## config.mk

```make
export PLATFORM = sky130hd
export DESIGN_NAME = wide_write_collector
export DESIGN_NICKNAME = d
export VERILOG_FILES = /design/src/rtl/wide_write_collector.sv
export SDC_FILE = /design/constraint.sdc
export NUM_CORES = 1
export LEC_CHECK = 0
export ABC_CLOCK_PERIOD_IN_PS = 5150
export CAP_MARGIN = 20
export CELL_PAD_IN_SITES_DETAIL_PLACEMENT = 0
export CELL_PAD_IN_SITES_GLOBAL_PLACEMENT = 2
export CORE_MARGIN = 3
export CORE_UTILIZATION = 36
export CTS_BUF_LIST = sky130_fd_sc_hd__clkbuf_4 sky130_fd_sc_hd__clkbuf_8 sky130_fd_sc_hd__clkbuf_16
export CTS_CLUSTER_SIZE = 8
export DETAILED_ROUTE_END_ITERATION = 6
export PLACE_DENSITY = 0.81
export SYNTH_ARGS = -nofsm -noshare
export SYNTH_HDL_FRONTEND = slang
export SYNTH_SLANG_ARGS = --single-unit
```

## constraint.sdc

```tcl
create_clock -name clk -period 5.15 [get_ports clk]
set_input_delay 1.03 -clock clk [delete_from_list [all_inputs] [get_ports clk]]
set_output_delay 1.03 -clock clk [all_outputs]
set_load 0.01 [all_outputs]
```

## src/rtl/wide_write_collector.sv

```systemverilog
module wide_write_collector #(
  parameter int ADDR_W      = 20,
  parameter int PAGE_SHIFT  = 13,
  parameter int DW          = 32,
  parameter int CSR_LIMIT   = 'h400,
  parameter int PLAIN_LIMIT = 'h800,
  parameter int DESC_LIMIT  = 'hC00
) (
  input  logic                clk,
  input  logic                rst_n,
  input  logic                wr_en,
  input  logic                rd_en,
  input  logic [ADDR_W-1:0]   addr,
  input  logic [DW-1:0]       wdata,
  input  logic [DW-1:0]       rd_return,
  output logic                commit_valid,
  output logic [1:0]          commit_kind,
  output logic [ADDR_W-1:0]   commit_addr,
  output logic [4*DW-1:0]     commit_data,
  output logic                rd_valid,
  output logic [DW-1:0]       rd_data
);
  localparam int WIDE = 4 * DW;
  localparam logic [1:0] K_PLAIN = 2'd0, K_CSR = 2'd1, K_SRAM = 2'd2, K_DESC = 2'd3;
  localparam logic [PAGE_SHIFT-1:0] CSR_LIM   = PAGE_SHIFT'(CSR_LIMIT);
  localparam logic [PAGE_SHIFT-1:0] PLAIN_LIM = PAGE_SHIFT'(PLAIN_LIMIT);
  localparam logic [PAGE_SHIFT-1:0] DESC_LIM  = PAGE_SHIFT'(DESC_LIMIT);

  wire [PAGE_SHIFT-1:0] offs = addr[PAGE_SHIFT-1:0];
  logic [1:0] cls;
  always_comb begin
    if (offs < CSR_LIM)        cls = K_CSR;
    else if (offs < PLAIN_LIM) cls = K_PLAIN;
    else if (offs < DESC_LIM)  cls = K_DESC;
    else                       cls = K_SRAM;
  end

  wire [1:0] slot = (cls == K_SRAM) ? {1'b0, addr[2]} : addr[3:2];
  wire [3:0] slot_bit = 4'b0001 << slot;
  wire [ADDR_W-1:0] base = (cls == K_SRAM) ? {addr[ADDR_W-1:3], 3'b000} : {addr[ADDR_W-1:4], 4'b0000};
  wire [3:0] full = (cls == K_SRAM) ? 4'b0011 : 4'b1111;

  logic [ADDR_W-1:0] col_base;
  logic [1:0]        col_kind;
  logic [3:0]        col_mask;
  logic [WIDE-1:0]   col_data;

  wire owned = (col_mask == 4'b0) || (col_base == base && col_kind == cls);
  wire [3:0] merged_mask = (owned ? col_mask : 4'b0) | slot_bit;
  logic [WIDE-1:0] merged_data;

  genvar g;
  generate
    for (g = 0; g < 4; g++) begin : g_slot
      assign merged_data[g*DW +: DW] = (slot == 2'(g)) ? wdata :
                                       (owned && col_mask[g]) ? col_data[g*DW +: DW] : '0;
    end
  endgenerate

  wire wr_plain     = wr_en && cls == K_PLAIN;
  wire wr_desc_top  = wr_en && cls == K_DESC && slot == 2'd3;
  wire wr_desc_drop = wr_en && cls == K_DESC && slot != 2'd3 && !owned;
  wire wr_collect   = wr_en && cls != K_PLAIN && !wr_desc_top && !wr_desc_drop;
  wire wide_done    = wr_collect && ((merged_mask & full) == full);
  wire do_commit    = wr_plain || wr_desc_top || wide_done;

  always_ff @(posedge clk or negedge rst_n) begin
    if (!rst_n) begin
      col_base <= '0;
      col_kind <= K_PLAIN;
      col_mask <= '0;
      col_data <= '0;
    end else if (wr_desc_top || wide_done) begin
      col_mask <= '0;
    end else if (wr_collect) begin
      col_base <= base;
      col_kind <= cls;
      col_mask <= merged_mask;
      col_data <= merged_data;
    end
  end

  always_ff @(posedge clk or negedge rst_n) begin
    if (!rst_n) begin
      commit_valid <= 1'b0;
      commit_kind  <= K_PLAIN;
      commit_addr  <= '0;
      commit_data  <= '0;
    end else begin
      commit_valid <= do_commit;
      if (do_commit) begin
        commit_kind <= cls;
        commit_addr <= wr_plain ? addr : base;
        commit_data <= wr_plain ? {{(WIDE-DW){1'b0}}, wdata} : merged_data;
      end
    end
  end

  always_ff @(posedge clk or negedge rst_n) begin
    if (!rst_n) begin
      rd_valid <= 1'b0;
      rd_data  <= '0;
    end else begin
      rd_valid <= rd_en;
      if (rd_en) rd_data <= (cls == K_DESC) ? '0 : rd_return;
    end
  end

  a_r6_plain_commit: assert property (@(posedge clk) disable iff (!rst_n)
    (wr_en && !rd_en && offs >= CSR_LIM && offs < PLAIN_LIM) |=>
      (commit_valid && commit_kind == K_PLAIN && commit_data[DW-1:0] == $past(wdata)));
  a_r6_plain_keeps: assert property (@(posedge clk) disable iff (!rst_n)
    (wr_en && offs >= CSR_LIM && offs < PLAIN_LIM) |=> ($stable(col_mask) && $stable(col_data)));
  a_r4_desc_top: assert property (@(posedge clk) disable iff (!rst_n)
    (wr_en && offs >= PLAIN_LIM && offs < DESC_LIM && addr[3:2] == 2'd3) |=>
      (commit_valid && commit_kind == K_DESC && commit_data[WIDE-1:WIDE-DW] == $past(wdata) && col_mask == 4'b0));
  a_r5_desc_drop: assert property (@(posedge clk) disable iff (!rst_n)
    (wr_en && offs >= PLAIN_LIM && offs < DESC_LIM && addr[3:2] != 2'd3 && col_mask != 4'b0 &&
     (col_kind != K_DESC || col_base != {addr[ADDR_W-1:4], 4'b0000})) |=>
      ($stable(col_mask) && $stable(col_data) && !commit_valid));
  a_r7_read_valid: assert property (@(posedge clk) disable iff (!rst_n)
    (rd_en && !wr_en) |=> (rd_valid && $stable(col_mask) && $stable(col_data)));
  a_r7_desc_zero: assert property (@(posedge clk) disable iff (!rst_n)
    (rd_en && offs >= PLAIN_LIM && offs < DESC_LIM) |=> (rd_data == '0));
  a_r9_commit_cause: assert property (@(posedge clk) disable iff (!rst_n)
    commit_valid |-> $past(wr_en));
  a_r3_sram_upper: assert property (@(posedge clk) disable iff (!rst_n)
    (commit_valid && commit_kind == K_SRAM) |-> (commit_data[WIDE-1:2*DW] == '0));
  a_r3_sram_mask: assert property (@(posedge clk) disable iff (!rst_n)
    (col_kind == K_SRAM) |-> (col_mask[3:2] == 2'b00));
endmodule

```

==> results of run 1 <==
==> power by group through the flow <==
stage / clock [mW] / sequential (mW) / combinational [mW]
finish: 2.70 / 3.16 / 1.31
global route: 2.89 / 3.20 / 1.44
CTS: 2.77 / 3.17 / 1.34
detailed placement: 0 / 3.20 / 1.33
global placement: 0 / 3.20 / 1.32
floorplan: 0 / 3.26 / 0.481
==> sequential cells by signal, indices dropped and copies added (netlist names), 2 cells and up <==
register	count
col_data	128
col_kind	2
commit_addr	20
rd_data	32
col_mask	4
commit_data	128
commit_kind	2
col_base	17
==> layer usage <==
metal | vias up | GRT usage | part of all wire
met5 | - | 0 | 0
met4 | 0 | 0.0464 | 0.017
met3 | 56 | 0.0679 | 0.086
met2 | 419 | 0.333 | 0.45
met1 | 5673 | 0.305 | 0.44
li1 | 5126 | - | -
==> worst max path at each step <==
stage                        start             to  slack (ns)  cells after the start
after floorplan           addr[11]   col_base[12]        1.56                      9
after global placement    addr[19]   col_data[17]        0.59                      7
after detailed placement  addr[19]    col_data[5]        0.53                      7
after CTS                 addr[19]   col_data[26]        1.11                      7
after global routing      addr[19]  col_data[123]        0.99                      7
final                     addr[19]   col_data[26]        1.10                      7
==> through the flow <==
| step | setup slack [ns] | hold WS, ns | power (mW) | cells |
|---|---|---|---|---|
| after floorplan | 1.56 | 0.465 | 3.74 | 1281 |
| after global placement | 0.586 | 0.474 | 4.51 | 1957 |
| after detailed placement | 0.528 | 0.479 | 4.53 | 1958 |
| after CTS | 1.11 | 0.493 | 7.27 | 2008 |
| after global routing | 0.989 | 0.508 | 7.53 | 2008 |
| final | 1.10 | 0.488 | 7.17 | 2008 |
==> layout make-up <==
cell class	instances	area, um^2
fillers	3623	20200
flip-flops and latches	335	8380
multi-input cells	767	5290
repair buffers	304	3020
clock buffers	48	1180
well taps	518	648
inverters	34	128
clock inverters	2	32.5
==> cell families (layout without fill, tap and decap cells) <==
family | Yosys count | after routing
DFF | 335 | 335
muxes | 38 | 38
AOI/OAI and AO/OA | 491 | 491
buffers and inverters | 179 | 388
and+or+nand+nor | 221 | 221
xor gates and xnor gates | 17 | 17
==> worst max-delay path, cell delays in order <==
cell and delay [ns]:
clkdlybuf4s50_1 0.46, xor2_1 0.19, or4_1 0.57, or4_1 0.80, o211ai_4 0.45, o21a_2 0.75, a22o_1 0.27
==> layout by cell type (no fill, tap or decap), drive strengths merged, types with 3 or more instances in the layout <==
cell           netlist  routed
or4                  3       3
mux2i                4       4
mux2                34      34
o31ai                5       5
and3                 3       3
clkbuf             100      48
a21oi               31      31
o21ai              113     113
buf                 45      33
a31oi                4       4
a21o                 4       4
o22ai               64      64
a21boi               4       4
dfrtp              335     335
nor2               132     132
inv                 34      34
xor2                16      16
a22o               128     128
nor4                 5       5
a221oi              92      92
nand4b               3       3
nor3                 4       4
nand2               48      48
o21a                34      34
nand3               10      10
clkdlybuf4s50        0     270
==> impl_metrics.toml, run 1 <==
[status]
status = "complete, no violations"

[sta]
hold_viol = 0
maxSlewViolCount = 0
clock.fmax_mhz = 247
layout_min_cycle_time_ns = 4.05
rsz0062_at_grt = "false"
slew_headroom = 0.344
setup_violations = 0
finalSetupTns_ns = 0
skew_ns = 0.0225
max_slew.worst_pin.slew_ns = 0.982
fin_crit_sh = 0.786

[grt]
overflow = 0
grt_max_degree = 110
grt_pass1_wl_um = 71800
grt_pass1_vias = 11600
gr-usage-all-layers = 0.217
antenna_found_initial = 0

[clocking]
clk_pin_slew_ns = 0.05
cts_root_buffer = "clkbuf_16"
cts.sinks = 335
cts_tree = "built"
clk_path_buf_depth = 3
cts_buffers = 47
clk_latency_ns = 0.56
hold_buffers = 0
htree_levels = 2
cts_resized = 0
post-cts-setup-buffers = 0

[layout]
diodes = 0
fin_area_mm2 = 0.0187
nets = 1577
drive_gt1_frac = 0.0973
fin_util = 0.480
area_growth_pct = 30.7

[detailed_routing]
dr.pass1.iters = 4
viasPerCell = 5.61
route.vias.total = 11300
wl_per_cell_um = 22.5
routed_wl_um = 45200
drt_iter0_drc = 705
postRouteAntennaNets = 0
drc = 0

[yosys]
synth_top_area_cell = "dfrtp_1"
ys_types = 60
synth_top_family_by_area = "compound AO/OA/AOI/OAI gates"
synthAdderAreaFrac = 0
synth.area.top_cells = "dfrtp_1 (59%), a22o_1 (7.8%), a221oi_1 (5.6%)"
yosysMostFrequentCell = "dfrtp_1"
synth_top_area_share = 0.586
ys_ff_latch = 335
synth_edf_count = 0
ys_seq_area_frac = 0.586
ys.flop_type = "dfrtp_1"
yosys-top-cells-count = "dfrtp_1 (335), nor2_1 (131), a22o_1 (128), o21ai_0 (111), clkbuf_1 (100)"
synth-xor-area-share = 0.0104
syn-instance-count = 1281
synthMuxAreaShare = 0.0314
synthesis.nets = 1369
avgSynthCellArea_um2 = 11.2
yosys.area_share.simple = 0.0676
synthesis.area_mm2 = 0.0143
yosys_warnings = 0
synth_compound_area_frac = 0.250
async_flop_share = 1.00

[critical_path]
crit_arrival_ns = 4.54
endpoint_kind = "register"
path_max_fanout = 32
r2r_cells = 6
r2r-end = "col_data[26]"
cp.required_ns = 5.64
rrSetupSlack_ns = 1.71
criticalPathCategory = "input port to register"
r2r_start = "col_base[19]"
start_kind = "input port"

[power_and_ir_drop]
pwr-share-seq = 0.441
clockPowerShare = 0.376
peakVddDrop_v = 0.000238
switching_power_mw = 1.92
p_int_mw = 5.25
swShare = 0.268
p_per_area_mw_per_mm2 = 384
pwr-share-comb = 0.183
power.static_leakage_nw = 8.26

[die]
dieHeight_um = 205
row_count = 72
dieArea_mm2 = 0.0421
start_util = 0.367
die_x_um = 205
core_mm2 = 0.0389
ioPinCount = 272

[flow_run]
maxCapViolations = 0

[hold_path]
min_from = "commit_data[23]"
hp-class = "register to register"
whs_path_depth = 1
hold_end = "commit_data[23]"

[placement]
placed_cell_area_mm2 = 0.0175
portBuffers = 271
hpwl_um = 28100
gp_congestion = 0.805
No activity file was read; power rests on OpenSTA's default activity.
==> inputs of run 2 (changes only) <==
==> config.mk (replaced) <==
export PLATFORM = sky130hd
export DESIGN_NAME = wide_write_collector
export DESIGN_NICKNAME = d
export VERILOG_FILES = /design/src/rtl/wide_write_collector.sv
export SDC_FILE = /design/constraint.sdc
export NUM_CORES = 1
export LEC_CHECK = 0
export ABC_CLOCK_PERIOD_IN_PS = 3300
export CAP_MARGIN = 20
export CELL_PAD_IN_SITES_DETAIL_PLACEMENT = 0
export CELL_PAD_IN_SITES_GLOBAL_PLACEMENT = 2
export CORE_MARGIN = 3
export CORE_UTILIZATION = 30
export CTS_BUF_LIST = sky130_fd_sc_hd__clkbuf_4 sky130_fd_sc_hd__clkbuf_8 sky130_fd_sc_hd__clkbuf_16
export CTS_CLUSTER_SIZE = 8
export DETAILED_ROUTE_END_ITERATION = 6
export PLACE_DENSITY = 0.71
export SYNTH_ARGS = -nofsm -noshare
export SYNTH_HDL_FRONTEND = slang
export SYNTH_SLANG_ARGS = --single-unit
==> constraint.sdc (replaced) <==
create_clock -name clk -period 3.3 [get_ports clk]
set_input_delay 0.66 -clock clk [delete_from_list [all_inputs] [get_ports clk]]
set_output_delay 0.66 -clock clk [all_outputs]
set_load 0.01 [all_outputs]
==> impl_metrics.toml, run 2 (synthesis gave the netlist of run 1 again) <==
[status]
status = "complete, no violations"

[die]
row_count = 79
die_x_um = 224
dieArea_mm2 = 0.0503
core_mm2 = 0.0469
start_util = 0.305
dieHeight_um = 224
ioPinCount = 272

[grt]
grt_pass1_vias = 12100
grt_pass1_wl_um = 75700
grt_max_degree = 77
overflow = 0
antenna_found_initial = 0
gr-usage-all-layers = 0.193

[placement]
hpwl_um = 32200
gp_congestion = 0.776
portBuffers = 271
place_inst = 2124
place_worst_setup_slack_ns = -0.338
placed_cell_area_mm2 = 0.0186

[sta]
clock.fmax_mhz = 325
hold_ws_ns = 0.0935
finalSetupTns_ns = 0
setup_ws_ns = 0.221
max_slew.worst_pin.slew_ns = 0.923
skew_ns = 0.0232
setup_violations = 0
rsz0062_at_grt = "false"
layout_min_cycle_time_ns = 3.08
hold_viol = 0
maxSlewViolCount = 0
fin_crit_sh = 0.933
slew_headroom = 0.377

[layout]
nets = 1654
diodes = 0
top_regs = "col_data x128, commit_data x128, rd_data x32"
final_cell_mix = "dfrtp_1 (335), clkdlybuf4s50_1 (270), nor2_1 (130), a22o_1 (128), o21ai_0 (111)"
fin_area_mm2 = 0.0198
drive_gt1_frac = 0.142
layout_commonest_cell = "dfrtp_1"
finalNonFillerCells = 2175
area_growth_pct = 38.8
fin_util = 0.424
fill_cells = 4450

[clocking]
cts_tree = "built"
post-cts-setup-buffers = 0
cts.sinks = 335
hold_buffers = 0
clk_path_buf_depth = 3
cts_root_buffer = "clkbuf_16"
htree_levels = 2
clk_pin_slew_ns = 0.05
clk_latency_ns = 0.57
cts_resized = 0
cts_buffers = 47

[critical_path]
start_kind = "input port"
startpoint = "addr[19]"
criticalPathCategory = "input port to register"
r2r_start = "col_base[19]"
cp.required_ns = 3.73
crit_arrival_ns = 3.51
path_max_fanout = 18
r2r-end = "col_base[7]"
r2r_cells = 8
rrSetupSlack_ns = 0.45
endpoint_kind = "register"

[flow_run]
maxCapViolations = 0

[power_and_ir_drop]
p_per_area_mw_per_mm2 = 577
fin_total_pwr_mw = 11.4
power.static_leakage_nw = 8.79
peakVddDrop_v = 0.000296

[detailed_routing]
viasPerCell = 5.39
dr.pass1.iters = 4
postRouteAntennaNets = 0
routed_wl_um = 48800
drt_iter0_drc = 871
route.vias.total = 11700
drc = 0
wl_per_cell_um = 22.5

[hold_path]
hp-class = "input port to async pin"
-- run 2: critical path, cell delays in order --
cell and delay (ns):
clkdlybuf4s50_1 0.46, xor2_1 0.19, or4_1 0.56, or4_1 0.51, buf_4 0.18, o211a_4 0.29
nor2_8 0.13, buf_12 0.17, mux2_2 0.35
-- run 2: routing by layer --
layer  vias to the layer above  wire length, um  global-route usage
met5                         -                0                   0
met4                         0             1080              0.0543
met3                        68             3710              0.0499
met2                       437            22400               0.304
met1                      5938            21700               0.265
li1                       5278                -                   -
-- run 2: where the power goes --
part | switching, mW | leakage, nW | internal (mW)
combinational | 1.01 | 3.85 | 1.20
clock | 1.74 | 0.608 | 2.55
sequential | 0.333 | 4.33 | 4.61
total | 3.08 | 8.79 | 8.36
-- run 2: cell type report --
cell class / instances / area [um^2] / share of cell area
Tap cell: 607 / 759 / 0.0383
Timing Repair Buffer: 381 / 4050 / 0.204
Inverter: 34 / 128 / 0.00643
Clock buffer: 49 / 1210 / 0.0609
Clock inverter: 2 / 25.0 / 0.00126
Multi-Input combinational cell: 767 / 5290 / 0.267
Sequential cell: 335 / 8380 / 0.422
-- run 2: worst max-delay path by stage --
| stage | endpoint | depth (start not counted) |
|---|---|---|
| after floorplan | col_base[12] | 9 |
| final | col_base[7] | 9 |
| after detailed placement | col_base[7] | 9 |
| after global placement | col_base[5] | 9 |
| after CTS | col_base[7] | 9 |
| after global routing | col_data[23] | 11 |
